<file path="src/rtl/lcl_lock_seq.sv">
module lcl_lock_seq #(
  parameter int              AW       = 32,
  parameter logic [AW-1:0]   LOCK_OFS = AW'('h80),
  parameter logic [AW-1:0]   SUSP_OFS = AW'('h84),
  parameter int              OBT_BIAS = -16,
  parameter int              REL_BIAS = -12
) (
  input  logic          clk,
  input  logic          rst_n,
  input  logic          req_valid,
  input  logic          req_release,
  input  logic [AW-1:0] req_op1_addr,
  input  logic [AW-1:0] req_op2_addr,
  input  logic [AW-1:0] req_ia,
  input  logic          req_priv,
  input  logic [AW-1:0] wrap_mask,
  output logic          idle,
  output logic          mem_req,
  output logic          mem_we,
  output logic [AW-1:0] mem_addr,
  output logic [AW-1:0] mem_wdata,
  input  logic          mem_rsp,
  input  logic [AW-1:0] mem_rdata,
  input  logic          mem_err,
  output logic          bus_lock,
  output logic          done,
  output logic          gr12_we,
  output logic [AW-1:0] gr12_val,
  output logic          gr13_we,
  output logic [AW-1:0] gr13_val,
  output logic          br_taken,
  output logic [AW-1:0] br_target,
  output logic          exc_priv,
  output logic          exc_spec,
  output logic          exc_access
);

  localparam logic [AW-1:0] WORD    = AW'(4);
  localparam logic [AW-1:0] OBT_ADD = AW'(OBT_BIAS);
  localparam logic [AW-1:0] REL_ADD = AW'(REL_BIAS);

  typedef enum logic [3:0] {
    ST_IDLE, ST_ASCB, ST_HELD, ST_CPU, ST_LOCK, ST_SUSP,
    ST_WHELD0, ST_WLOCK, ST_WHELD1, ST_TBL, ST_NIA, ST_FIN
  } step_t;

  step_t         st;
  logic          pend, is_rel;
  logic [AW-1:0] op1, op2, ia, mask;
  logic [AW-1:0] ascb, held, cpu, lockv, tbl;
  logic          r12_we, r13_we, r_br, r_ep, r_es, r_ea;
  logic [AW-1:0] r13;
  logic [AW-1:0] raw_addr;

  wire access   = (st != ST_IDLE) && (st != ST_FIN);
  wire got      = pend && mem_rsp;
  wire misalign = (|req_op1_addr[1:0]) || (|req_op2_addr[1:0]);
  wire obt_ok   = (mem_rdata == '0) && !held[0];
  wire rel_ok   = (lockv == cpu) && (held[1:0] == 2'b01) && (mem_rdata == '0);

  assign idle     = (st == ST_IDLE);
  assign done     = (st == ST_FIN);
  assign bus_lock = access;
  assign mem_req  = access && !pend;
  assign mem_we   = (st == ST_WHELD0) || (st == ST_WLOCK) || (st == ST_WHELD1);
  assign mem_addr = raw_addr & mask;

  always_comb begin
    raw_addr = op2;
    case (st)
      ST_ASCB:             raw_addr = op1;
      ST_CPU:              raw_addr = op2 - WORD;
      ST_LOCK, ST_WLOCK:   raw_addr = ascb + LOCK_OFS;
      ST_SUSP:             raw_addr = ascb + SUSP_OFS;
      ST_TBL:              raw_addr = op2 + WORD;
      ST_NIA:              raw_addr = (tbl + (is_rel ? REL_ADD : OBT_ADD)) & mask;
      default:             raw_addr = op2;
    endcase
  end

  always_comb begin
    mem_wdata = held;
    if (st == ST_WLOCK)  mem_wdata = is_rel ? '0 : cpu;
    if (st == ST_WHELD1) mem_wdata = is_rel ? (held & ~AW'(1)) : (held | AW'(1));
  end

  assign gr12_we    = done && r12_we;
  assign gr12_val   = ia;
  assign gr13_we    = done && r13_we;
  assign gr13_val   = r13;
  assign br_taken   = done && r_br;
  assign br_target  = r13;
  assign exc_priv   = done && r_ep;
  assign exc_spec   = done && r_es;
  assign exc_access = done && r_ea;

  always_ff @(posedge clk or negedge rst_n) begin
    if (!rst_n) begin
      st <= ST_IDLE; pend <= 1'b0; is_rel <= 1'b0;
      op1 <= '0; op2 <= '0; ia <= '0; mask <= '0;
      ascb <= '0; held <= '0; cpu <= '0; lockv <= '0; tbl <= '0;
      r12_we <= 1'b0; r13_we <= 1'b0; r_br <= 1'b0;
      r_ep <= 1'b0; r_es <= 1'b0; r_ea <= 1'b0; r13 <= '0;
    end else begin
      if (mem_req) pend <= 1'b1;
      if (got)     pend <= 1'b0;
      case (st)
        ST_IDLE: if (req_valid) begin
          is_rel <= req_release; op1 <= req_op1_addr; op2 <= req_op2_addr;
          ia <= req_ia; mask <= wrap_mask;
          r12_we <= 1'b0; r13_we <= 1'b0; r_br <= 1'b0;
          r_ep <= 1'b0; r_es <= 1'b0; r_ea <= 1'b0; r13 <= '0;
          if (!req_priv)     begin r_ep <= 1'b1; st <= ST_FIN; end
          else if (misalign) begin r_es <= 1'b1; st <= ST_FIN; end
          else               st <= ST_ASCB;
        end
        ST_FIN: st <= ST_IDLE;
        default: if (got) begin
          if (mem_err) begin
            r_ea <= 1'b1; st <= ST_FIN;
          end else begin
            case (st)
              ST_ASCB:   begin ascb <= mem_rdata; st <= ST_HELD; end
              ST_HELD:   begin held <= mem_rdata; st <= ST_CPU;  end
              ST_CPU:    begin cpu  <= mem_rdata; st <= ST_LOCK; end
              ST_LOCK: begin
                lockv <= mem_rdata;
                if (is_rel)      st <= ST_SUSP;
                else if (obt_ok) st <= ST_WHELD0;
                else             st <= ST_TBL;
              end
              ST_SUSP:   st <= rel_ok ? ST_WHELD0 : ST_TBL;
              ST_WHELD0: st <= ST_WLOCK;
              ST_WLOCK:  st <= ST_WHELD1;
              ST_WHELD1: begin r13_we <= 1'b1; r13 <= '0; st <= ST_FIN; end
              ST_TBL:    begin tbl <= mem_rdata; st <= ST_NIA; end
              ST_NIA: begin
                r12_we <= 1'b1; r13_we <= 1'b1; r13 <= mem_rdata;
                r_br <= 1'b1; st <= ST_FIN;
              end
              default:   st <= ST_IDLE;
            endcase
          end
        end
      endcase
    end
  end

  AST_REQ_UNDER_LOCK: assert property (@(posedge clk) disable iff (!rst_n)
    mem_req |-> bus_lock);
  AST_IDLE_QUIET: assert property (@(posedge clk) disable iff (!rst_n)
    idle |-> !mem_req && !bus_lock);
  AST_DONE_SINGLE: assert property (@(posedge clk) disable iff (!rst_n)
    done |=> !done);
  AST_EXC_EXCLUSIVE: assert property (@(posedge clk) disable iff (!rst_n)
    done |-> $onehot0({exc_priv, exc_spec, exc_access}));
  AST_PRIV_NO_EFFECT: assert property (@(posedge clk) disable iff (!rst_n)
    exc_priv |-> !gr13_we && !br_taken && !gr12_we);
  AST_ERR_ENDS: assert property (@(posedge clk) disable iff (!rst_n)
    (bus_lock && mem_rsp && mem_err) |=> done && exc_access);
  AST_BRANCH_LINK: assert property (@(posedge clk) disable iff (!rst_n)
    br_taken |-> gr12_we && gr13_we);

endmodule

</file>
<file path="config.mk">
export PLATFORM = sky130hd
export DESIGN_NAME = lcl_lock_seq
export DESIGN_NICKNAME = d
export VERILOG_FILES = /design/src/rtl/lcl_lock_seq.sv
export SDC_FILE = /design/constraint.sdc
export NUM_CORES = 1
export LEC_CHECK = 0
export ABC_AREA = 1
export BUFFER_PORTS_ARGS = -buffer_cell sky130_fd_sc_hd__buf_2
export CORE_MARGIN = 2
export CORE_UTILIZATION = 57
export CTS_CLUSTER_SIZE = 25
export DETAILED_ROUTE_END_ITERATION = 10
export PLACE_DENSITY_LB_ADDON = 0.08
export SLEW_MARGIN = 0
export SYNTH_ARGS = -nofsm -noshare
export SYNTH_HDL_FRONTEND = slang
export SYNTH_SLANG_ARGS = --single-unit
</file>
<file path="constraint.sdc">
create_clock -name clk -period 3.5 [get_ports clk]
set_clock_uncertainty 0.05 [all_clocks]
set_input_delay 0.35 -clock clk [delete_from_list [all_inputs] [get_ports clk]]
set_output_delay 0.35 -clock clk [all_outputs]
set_load 0.02 [all_outputs]
</file>
**Word level (Yosys, flattened, before mapping)**

Index checks and enable logic that the tools add are counted.
Widths: inputs -> output; s select.

- Equality and inequality tests: 16
- Add/sub/neg operators: 5
- Bitwise operators: 5
- Muxes and demuxes: 38
- Reductions and logical operators: 42

Operators by type and width:

| cell | number |
|---|---|
| $mux 32 | 6 |
| $pmux 32 s6 | 1 |
| $pmux 32 s2 | 2 |
| $add 32x8->32 const B | 2 |
| $and 32x32->32 | 2 |
| $pmux 4 s9 | 1 |
| $add 32x3->32 const B | 1 |
| $add 32x32->32 | 1 |
| $eq 32x32->1 | 1 |
| $logic_not 32->1 | 1 |
| $mux 4 | 8 |
| $sub 32x3->32 const B | 1 |
| $reduce_and 4->1 | 6 |
| $eq 4x3->1 const B | 4 |
| $eq 4x4->1 const B | 4 |
| $mux 1 | 15 |
| $reduce_and 5->1 | 3 |
| $logic_and 1x1->1 | 11 |
| $reduce_bool 2->1 | 5 |
| $reduce_or 2->1 | 5 |
| $eq 4x2->1 const B | 2 |
| $pmux 4 s2 | 1 |
| $pmux 1 s2 | 3 |
| $reduce_bool 3->1 | 2 |
| other kinds (11) | 18 |

- Flip-flop bits (word level): 331
- Word-level logic and storage cells: 124

**Longest topological paths before layout**

Gate-level depths: netlist (run 1).

- Depth after elaboration: 8
- Depth in mapped cells: 17
- Depth with buffers taken out: 17

**Worst setup path after synthesis (run 1)**

OpenSTA, ideal clock, no wires.

- Path type: flip-flop to output port
- From: reg st[1]
- To: out mem_addr[30]
- Path buffers: 0
- Cell stages (with the launch flop): 17
- Path slack: 0.430 ns
- Required time: 3.100 ns
- Data arrival time: 2.670 ns
- Cells stage by stage: dfrtp_1 nor2_2 nand2_2 fa_1 nand2_1 inv_1 nand2_1 nand2_1 nand2_1 nand2_1 nand3_1 nand2_1 nand2_1 nand2_1 nand2_1 nand3_1 a21oi_1

- Longest elaborated chain between the ends: 4
- Elaborated cells on any way between the ends: 10
- Those cells by class: 7 x eq/ne; 1 x mux; 1 x bitwise; 1 x reduce/logical

RTL lines:

| element | line | text |
|---|---|---|
| start, declared | 47 | `step_t st;` |
| start signal, assigned | 132 | `ST_SUSP: st <= rel_ok ? ST_WHELD0 : ST_TBL;` |
| $eq 4x3->1 | 70 | `case (st)` |
| $reduce_or 2->1 | 70 |  |
| $pmux 32 s6 (*) | 70 |  |
| $and 32x32->32 (*) | 66 | `assign mem_addr = raw_addr & mask;` |
| end, declared | 20 | `output logic [AW-1:0] mem_addr,` |

Every way passes the cells marked *; elsewhere a longest branch is shown, timed or not.

**Worst setup path in the final report (run 1)**

- From: reg st[3]
- To: out mem_addr[10]

The elaborated chain is that of the path after synthesis.

==> impl_results.md, run 1 <==
- Status: complete, but fails checks
- Failing checks: setup timing
- Crit Path Max Fanout: 7
- Gr ovfl total: 0
- Yosys warnings: 0
- Critical Path End Type: primary output
- Core ar.: 0.0327 mm^2
- Sequential fraction of the synthesis area: 43.6%
- Fin nets: 3298
- GR Util met1: 49.9%
- Vias in the first global route: 19863
- Crit start category: register
- Cells on Worst Hold Path: 3
- Worst setup path start: st[3]$_DFFE_PN0P_
- Port buffer count: 337
- Avg WL per Cell: 19.7 um
- Synth Area in Compound Gates: 13.8%
- Total GRT Usage: 38.9%
- Std cell rows: 66
- CTS tree: yes
- Die area: 0.0348 mm^2
- Dominant synthesized flop cell: dfrtp_1
- Root Buffer: clkbuf_16
- DIE WIDTH: 187 um
- Worst setup margin: -0.0846 ns
- Multi-input gate area: 0.0102 mm^2
- #FFs+latches synth: 331
- Synth cell types: 49
- Tcrit/Tclk final: 102%
- DRC errors left: 0
- Leak: 0.0125 uW
- Fin. Hold Viols: 0
- Max clock buf depth: 3
- Mux contribution to synthesized area: 0%
- HP Start: req_op1_addr[28]
- Iteration-0 DRC count of the detailed router: 1788
- CTS Buf Count: 36
- Launching point of the worst reg2reg path: st[3]$_DFFE_PN0P_
- Wirelength, routed: 70.2 mm
- EDFF count, synth: 0
- Crit path DAT: 3.18 ns
- Worst r2r path cells: 12
- DP HPWL: 47.5 mm
- Share of layout cells above drive strength 1: 23.4%
- Initial core utilization: 58.1%
- Maximum vdd drop: 0.000714 V
- Critical path class: reg2out
- Synth async-reset ratio: 100%
- Max-slew violations: 0
- First-pass GRT wire length: 107 mm
- Antenna Nets Post-Route: 0
- FILL cells: 2402
- Min-Delay Endpoint: op1[28]$_DFFE_PN0P_
- M3 GR Usage: 5.98%
- Pre-antenna DRT Iters: 6
- Power density over the cells: 1060 mW/mm^2
- Largest net degree at the start of global routing: 111
- RR Endpoint: held[3]$_DFFE_PN0P_
- Reg-to-reg slack, setup: 1.03 ns
- Vias after detailed routing: 20620
- Gp weighted congestion: 0.990
- Hold WC Path Type: in2reg
- Synthesized area per cell: 7.18 um^2
- Post-Place Setup Slack: 0.0933 ns
- XOR/XNOR Fraction of Synth Area: 1.06%
- M2 GR Usage: 64.0%
- Max Freq: 279 MHz
- Setup TNS: -0.286 ns
- RSZ-0062 raised after global routing: yes
- Synth Instances: 2649
- GR peak layer: met2
- Initial antenna violation count: 2
- Tightest Pin Transition: 1.17 ns
- Layout Utilization: 76.4%
- Final setup viols: 6
- Synth Area in Adders: 2.67%
- CTS sink cnt: 331
- CP required: 3.10 ns
- Max cap viols: 0
- Worst-path clk slew: 0.06 ns
- H-tree depth: 2
- IO Pins: 338
- Post-Synth Simple-Gate Area: 29.9%
- Largest family of logic cells by synthesized area: simple AND/OR/NAND/NOR gates
- P&R area growth vs syn: 31.4%
- Sequential Area: 0.00829 mm^2
- Syn Nets: 2856
- Skew-Pair Late Insertion Delay: 0.55 ns
- Via-per-instance ratio: 5.79
- Post-synthesis cell area: 0.0190 mm^2
- Relative max-transition margin: 21.8%
- Die Span Y: 187 um
- Fin crit period: 3.58 ns
state kept, by name (all words and copies together) (netlist names):
| signal | count |
|---|---|
| r13_we | 1 |
| br_target | 32 |
| is_rel | 1 |
| held | 32 |
| pend | 1 |
| tbl | 32 |
| cpu | 32 |
| r_ea | 1 |
| st | 4 |
| gr12_val | 32 |
| ascb | 32 |
| r_es | 1 |
| r_br | 1 |
| op2 | 32 |
| r_ep | 1 |
| mask | 32 |
| op1 | 32 |
| lockv | 32 |
cells in the final DEF, fill, tap and decap left out, types with 7 or more instances in the layout:
| cell type | n |
|---|---|
| a21oi_2 | 31 |
| buf_4 | 73 |
| nand2_1 | 874 |
| dfrtp_1 | 329 |
| nor2_2 | 30 |
| ha_4 | 32 |
| nand3b_1 | 8 |
| inv_2 | 24 |
| dlygate4sd3_1 | 113 |
| o211ai_1 | 7 |
| clkbuf_1 | 9 |
| clkbuf_16 | 41 |
| buf_2 | 322 |
| a21oi_4 | 9 |
| o21ai_0 | 186 |
| nor2_1 | 172 |
| or2_2 | 8 |
| xnor2_1 | 11 |
| nor2_4 | 17 |
| nand3_1 | 127 |
| nand4_1 | 22 |
| nand3_2 | 15 |
| nand3_4 | 7 |
| buf_6 | 10 |
| nand2_2 | 37 |
| o31ai_1 | 21 |
| inv_1 | 247 |
| a21oi_1 | 74 |
| o21ai_1 | 85 |
| nand2_4 | 16 |
| xor2_1 | 12 |
| nor3_1 | 16 |
| o22ai_1 | 38 |
through the flow:
| step | total power [uW] | area (um^2) | hold slack (ns) | std cells |
|---|---|---|---|---|
| after detailed placement | 18600 | 21000 | 0.410 | 3345 |
| final | 26400 | 25000 | 0.0121 | 3561 |
| after global placement | 18400 | 21000 | 0.397 | 3345 |
| after CTS | 23600 | 23800 | 0.00332 | 3532 |
| after global routing | 28000 | 25000 | 0.0138 | 3561 |
| after floorplan | 14700 | 19000 | 0.00441 | 2649 |
cell type report:
type	instances	area share, %
diodes	2	0.0200
repair buffers	529	14.6
flip-flops and latches	331	33.2
clock buffers	49	4.01
multi-input cells	1919	41.0
inverters	274	4.16
clock inverters	15	0.886
well taps	442	2.21
cells by family after synthesis:
logic type | Yosys count
flip-flops | 331
AO/OA/AOI/OAI | 483
adder cells (fa/ha/maj) | 40
XOR/XNOR | 23
buffers and inverters | 399
AND/OR/NAND/NOR | 1373
worst max path at each step:
| stage | endpoint | slack, ns | cells after the start |
|---|---|---|---|
| floorplan | mem_addr[30] | 0.43 | 16 |
| global placement | mem_addr[13] | 0.15 | 16 |
| detailed placement | mem_addr[13] | 0.09 | 15 |
| CTS | mem_addr[18] | -0.04 | 15 |
| global route | mem_addr[26] | -0.17 | 18 |
| finish | mem_addr[10] | -0.08 | 15 |
layer usage:
layer / vias up / wire length (um)
met5: - / 0
met4: 0 / 3890
met3: 244 / 6000
met2: 1187 / 33200
met1: 9791 / 27100
li1: 9398 / -
cell usage after synthesis (3+ instances only):
| cell type | n | area, um^2 |
|---|---|---|
| a21oi_1 | 113 | 566 |
| a221oi_1 | 3 | 26.3 |
| a31oi_1 | 5 | 31.3 |
| and2_1 | 3 | 18.8 |
| buf_2 | 36 | 180 |
| buf_4 | 38 | 285 |
| buf_6 | 5 | 56.3 |
| clkbuf_1 | 45 | 169 |
| dfrtp_1 | 331 | 8280 |
| ha_1 | 39 | 488 |
| inv_1 | 258 | 968 |
| inv_2 | 16 | 60.1 |
| nand2_1 | 921 | 3460 |
| nand2_2 | 6 | 37.5 |
| nand3_1 | 148 | 741 |
| nand3b_1 | 8 | 60.1 |
| nand4_1 | 22 | 138 |
| nor2_1 | 204 | 766 |
| nor2_2 | 10 | 62.6 |
| nor2_4 | 5 | 56.3 |
| nor2_8 | 3 | 60.1 |
| nor3_1 | 25 | 125 |
| o211ai_1 | 7 | 52.6 |
| o21a_1 | 6 | 45.0 |
| o21ai_0 | 202 | 1010 |
| o21ai_1 | 73 | 365 |
| o21bai_1 | 6 | 45.0 |
| o22ai_1 | 38 | 238 |
| o31ai_1 | 21 | 158 |
| or2_2 | 9 | 56.3 |
| xnor2_1 | 11 | 96.3 |
| xor2_1 | 12 | 105 |
worst max-delay path, cell delays in order (launching register included):
cell,delay [ns]
dfrtp_1,0.39
inv_2,0.08
nor2_4,0.17
nand2_8,0.14
clkbuf_16,0.20
ha_4,0.29
nand2_1,0.11
nor2_1,0.22
nand2_4,0.08
nand2_4,0.10
buf_4,0.13
o21ai_0,0.09
a21oi_2,0.21
nor2_1,0.08
a21oi_1,0.14
buf_2,0.19
report_power, final:
part	switching [uW]	internal, uW
clock network	1670	2340
registers	1490	5400
logic	9860	5680
what timing repair did:
item | CTS | global route
gates resized for setup | 78 | 224
pin swaps | 10 | 75
hold buffers | 113 | 0
setup buffers | 9 | 22
cloned | 1 | 5
endpoints found under the setup margin | 25 | 26
endpoints found under the hold margin | 206 | 0
(Power assumes the default switching activity.)
==> run 2, diff against run 1 <==
ABC_AREA = not set   (was 1)
CORE_UTILIZATION = 56   (was 57)
==> impl_results.md, run 2 <==
- Post-Place Setup Slack: -0.122 ns
- Critical Path End Type: primary output
- CP required: 3.10 ns
- P&R area growth vs syn: 27.1%
- Yosys warnings: 0
- Sequential fraction of the synthesis area: 46.3%
- DRC errors left: 0
- Max clock buf depth: 3
- Pre-antenna DRT Iters: 5
- Crit-path leading delay family: compound AO/OA/AOI/OAI gates
- DIE WIDTH: 183 um
- Max-slew violations: 0
- Final setup viols: 21
- Count leader, synth: dfrtp_1
- Skew-Pair Late Insertion Delay: 0.53 ns
- Reg-to-reg slack, setup: 0.93 ns
- Hold WC Path Type: in2reg
- HP Start: wrap_mask[15]
- Total GRT Usage: 30.6%
- Post-synthesis cell area: 0.0179 mm^2
- Cells on Worst Hold Path: 2
- Die area: 0.0334 mm^2
- Gp weighted congestion: 0.910
- Worst r2r path cells: 7
- Leak: 0.0107 uW
- Synth Instances: 1635
- Core ar.: 0.0315 mm^2
- Port buffer count: 337
- Max Freq: 238 MHz
- Die Span Y: 183 um
- Wirelength, routed: 51.5 mm
- RR Endpoint: br_target[5]$_DFFE_PN0P_
- Crit start category: register
- Setup TNS: -9.13 ns
- Largest net degree at the start of global routing: 108
- Tcrit/Tclk final: 120%
- Relative max-transition margin: 30.1%
- Fin nets: 2260
- Iteration-0 DRC count of the detailed router: 936
- EDFF count, synth: 0
- CP Buf/Inv Count: 3
- Share of layout cells above drive strength 1: 44.2%
- Yosys top cell area share: 46.3%
- Synth area leader: dfrtp_1
- Power density over the cells: 1050 mW/mm^2
- IO Pins: 338
- Initial core utilization: 56.8%
- Crit path DAT: 3.80 ns
- Synth cell count leaders: dfrtp_1, mux2_2, o21ai_0
- Dominant synthesized flop cell: dfrtp_1
- Antenna Nets Post-Route: 0
- FILL cells: 2341
- Avg WL per Cell: 20.8 um
- Root Buffer: clkbuf_16
- Synth area leaders: dfrtp_1, mux2_2, xnor2_1, o21ai_0, ha_1
- Commonest non-fill, non-tap cell in the layout: dfrtp_1
- Initial antenna violation count: 0
- Worst-path clk slew: 0.06 ns
- Vias in the first global route: 14555
- CTS tree: yes
- H-tree depth: 2
- Fin. Hold Viols: 0
- Vias after detailed routing: 14614
- Fin crit period: 4.20 ns
- Design Power: 23900 uW
- #FFs+latches synth: 331
- CTS Buf Count: 36
- CTS sink cnt: 331
- Maximum vdd drop: 0.000666 V
- Synth cell types: 69
- Min-Delay Endpoint: mask[15]$_DFFE_PN0P_
- Synth async-reset ratio: 100%
- Syn Nets: 1842
- RSZ-0062 raised after global routing: yes
- Worst path max stage delay: 0.57 ns
- Gr ovfl total: 0
- Status: complete, but fails checks
- Layout Utilization: 72.2%
- CP max stage cell: or4bb_1
- Cell breakdown of the critical path: nand2b_4 -> nor2_4 -> clkinvlp_4 -> buf_12 -> ha_4 -> o211ai_1 -> o21ai_2 -> a211oi_2 -> o31a_1 -> a21oi_2 -> a41oi_2 -> or4bb_1 -> a31oi_4 -> buf_6
- DP HPWL: 36.9 mm
- # diodes: 0
- Most frequent cells in the layout: dfrtp_1, buf_2, mux2_2, buf_4, nand2_1
- Tightest Pin Transition: 1.05 ns
- Max cap viols: 0
- Critical path class: reg2out
- Crit Path Max Fanout: 21
- Synthesized area per cell: 10.9 um^2
- Std cell rows: 65
- First-pass GRT wire length: 80.2 mm
- Failing checks: setup timing
- Worst setup margin: -0.697 ns
- WHS: 0.00762 ns
- Launching point of the worst reg2reg path: st[0]$_DFFE_PN0P_
- Via-per-instance ratio: 5.89
-- run 2: final cells by class --
cell class                      instances  area, um^2  area share, %
Clock inverter                         17         221          0.975
Inverter                               13        52.6          0.231
Multi-Input combinational cell       1167        9490           41.8
Tap cell                              402         503           2.21
Timing Repair Buffer                  504        3150           13.9
Clock buffer                           48        1020           4.47
Sequential cell                       331        8280           36.5
-- run 2: logic make-up after synthesis --
| logic type | Yosys count | share of synthesized area (%) |
|---|---|---|
| buf+inv | 137 | 3.58 |
| simple gates | 370 | 10.5 |
| xor+xnor | 113 | 5.54 |
| compound gates | 354 | 13.0 |
| mux | 290 | 18.3 |
| flops | 331 | 46.3 |
| fa+ha+maj | 40 | 2.84 |
-- run 2: where the power goes --
part,switching (uW),internal [uW]
sequential,1360,5440
clock,1600,2360
combinational,7050,6140
-- run 2: how the worst max path moves through the flow --
stage	from	endpoint	slack, ns	depth (start not counted)
5_1_grt	st[1]$_DFFE_PN0P_	mem_addr[29]	-0.82	14
2_1_floorplan	st[0]$_DFFE_PN0P_	mem_addr[29]	-0.47	13
3_5_place_dp	st[1]$_DFFE_PN0P_	mem_addr[22]	-0.12	17
3_3_place_gp	st[1]$_DFFE_PN0P_	mem_addr[22]	-0.10	17
4_1_cts	st[1]$_DFFE_PN0P_	mem_addr[29]	-0.61	14
6_report	st[1]$_DFFE_PN0P_	mem_addr[29]	-0.70	14
-- run 2: repair_timing --
action | in CTS | in global routing
setup buffers | 5 | 5
resized for setup | 70 | 26
pin swaps | 27 | 14
setup endpoints to repair | 22 | 24
hold buffers | 31 | 0
hold endpoints to repair | 132 | 0
-- run 2: metal layers --
metal | GRT usage (%) | up-vias | routed length (um) | share of wire [%]
met4 | 8.16 | 0 | 1240 | 2.4
met1 | 42.4 | 7247 | 22400 | 44
met5 | 0 | - | 0 | 0
met2 | 50.3 | 522 | 24700 | 48
li1 | - | 6762 | - | -
met3 | 4.79 | 83 | 3170 | 6.2
-- run 2: stage by stage --
stage,cell area [um^2],cells
floorplan,18100,1635
global placement,20700,2377
detailed placement,20700,2377
CTS,22600,2478
global route,22700,2482
finish,22700,2482
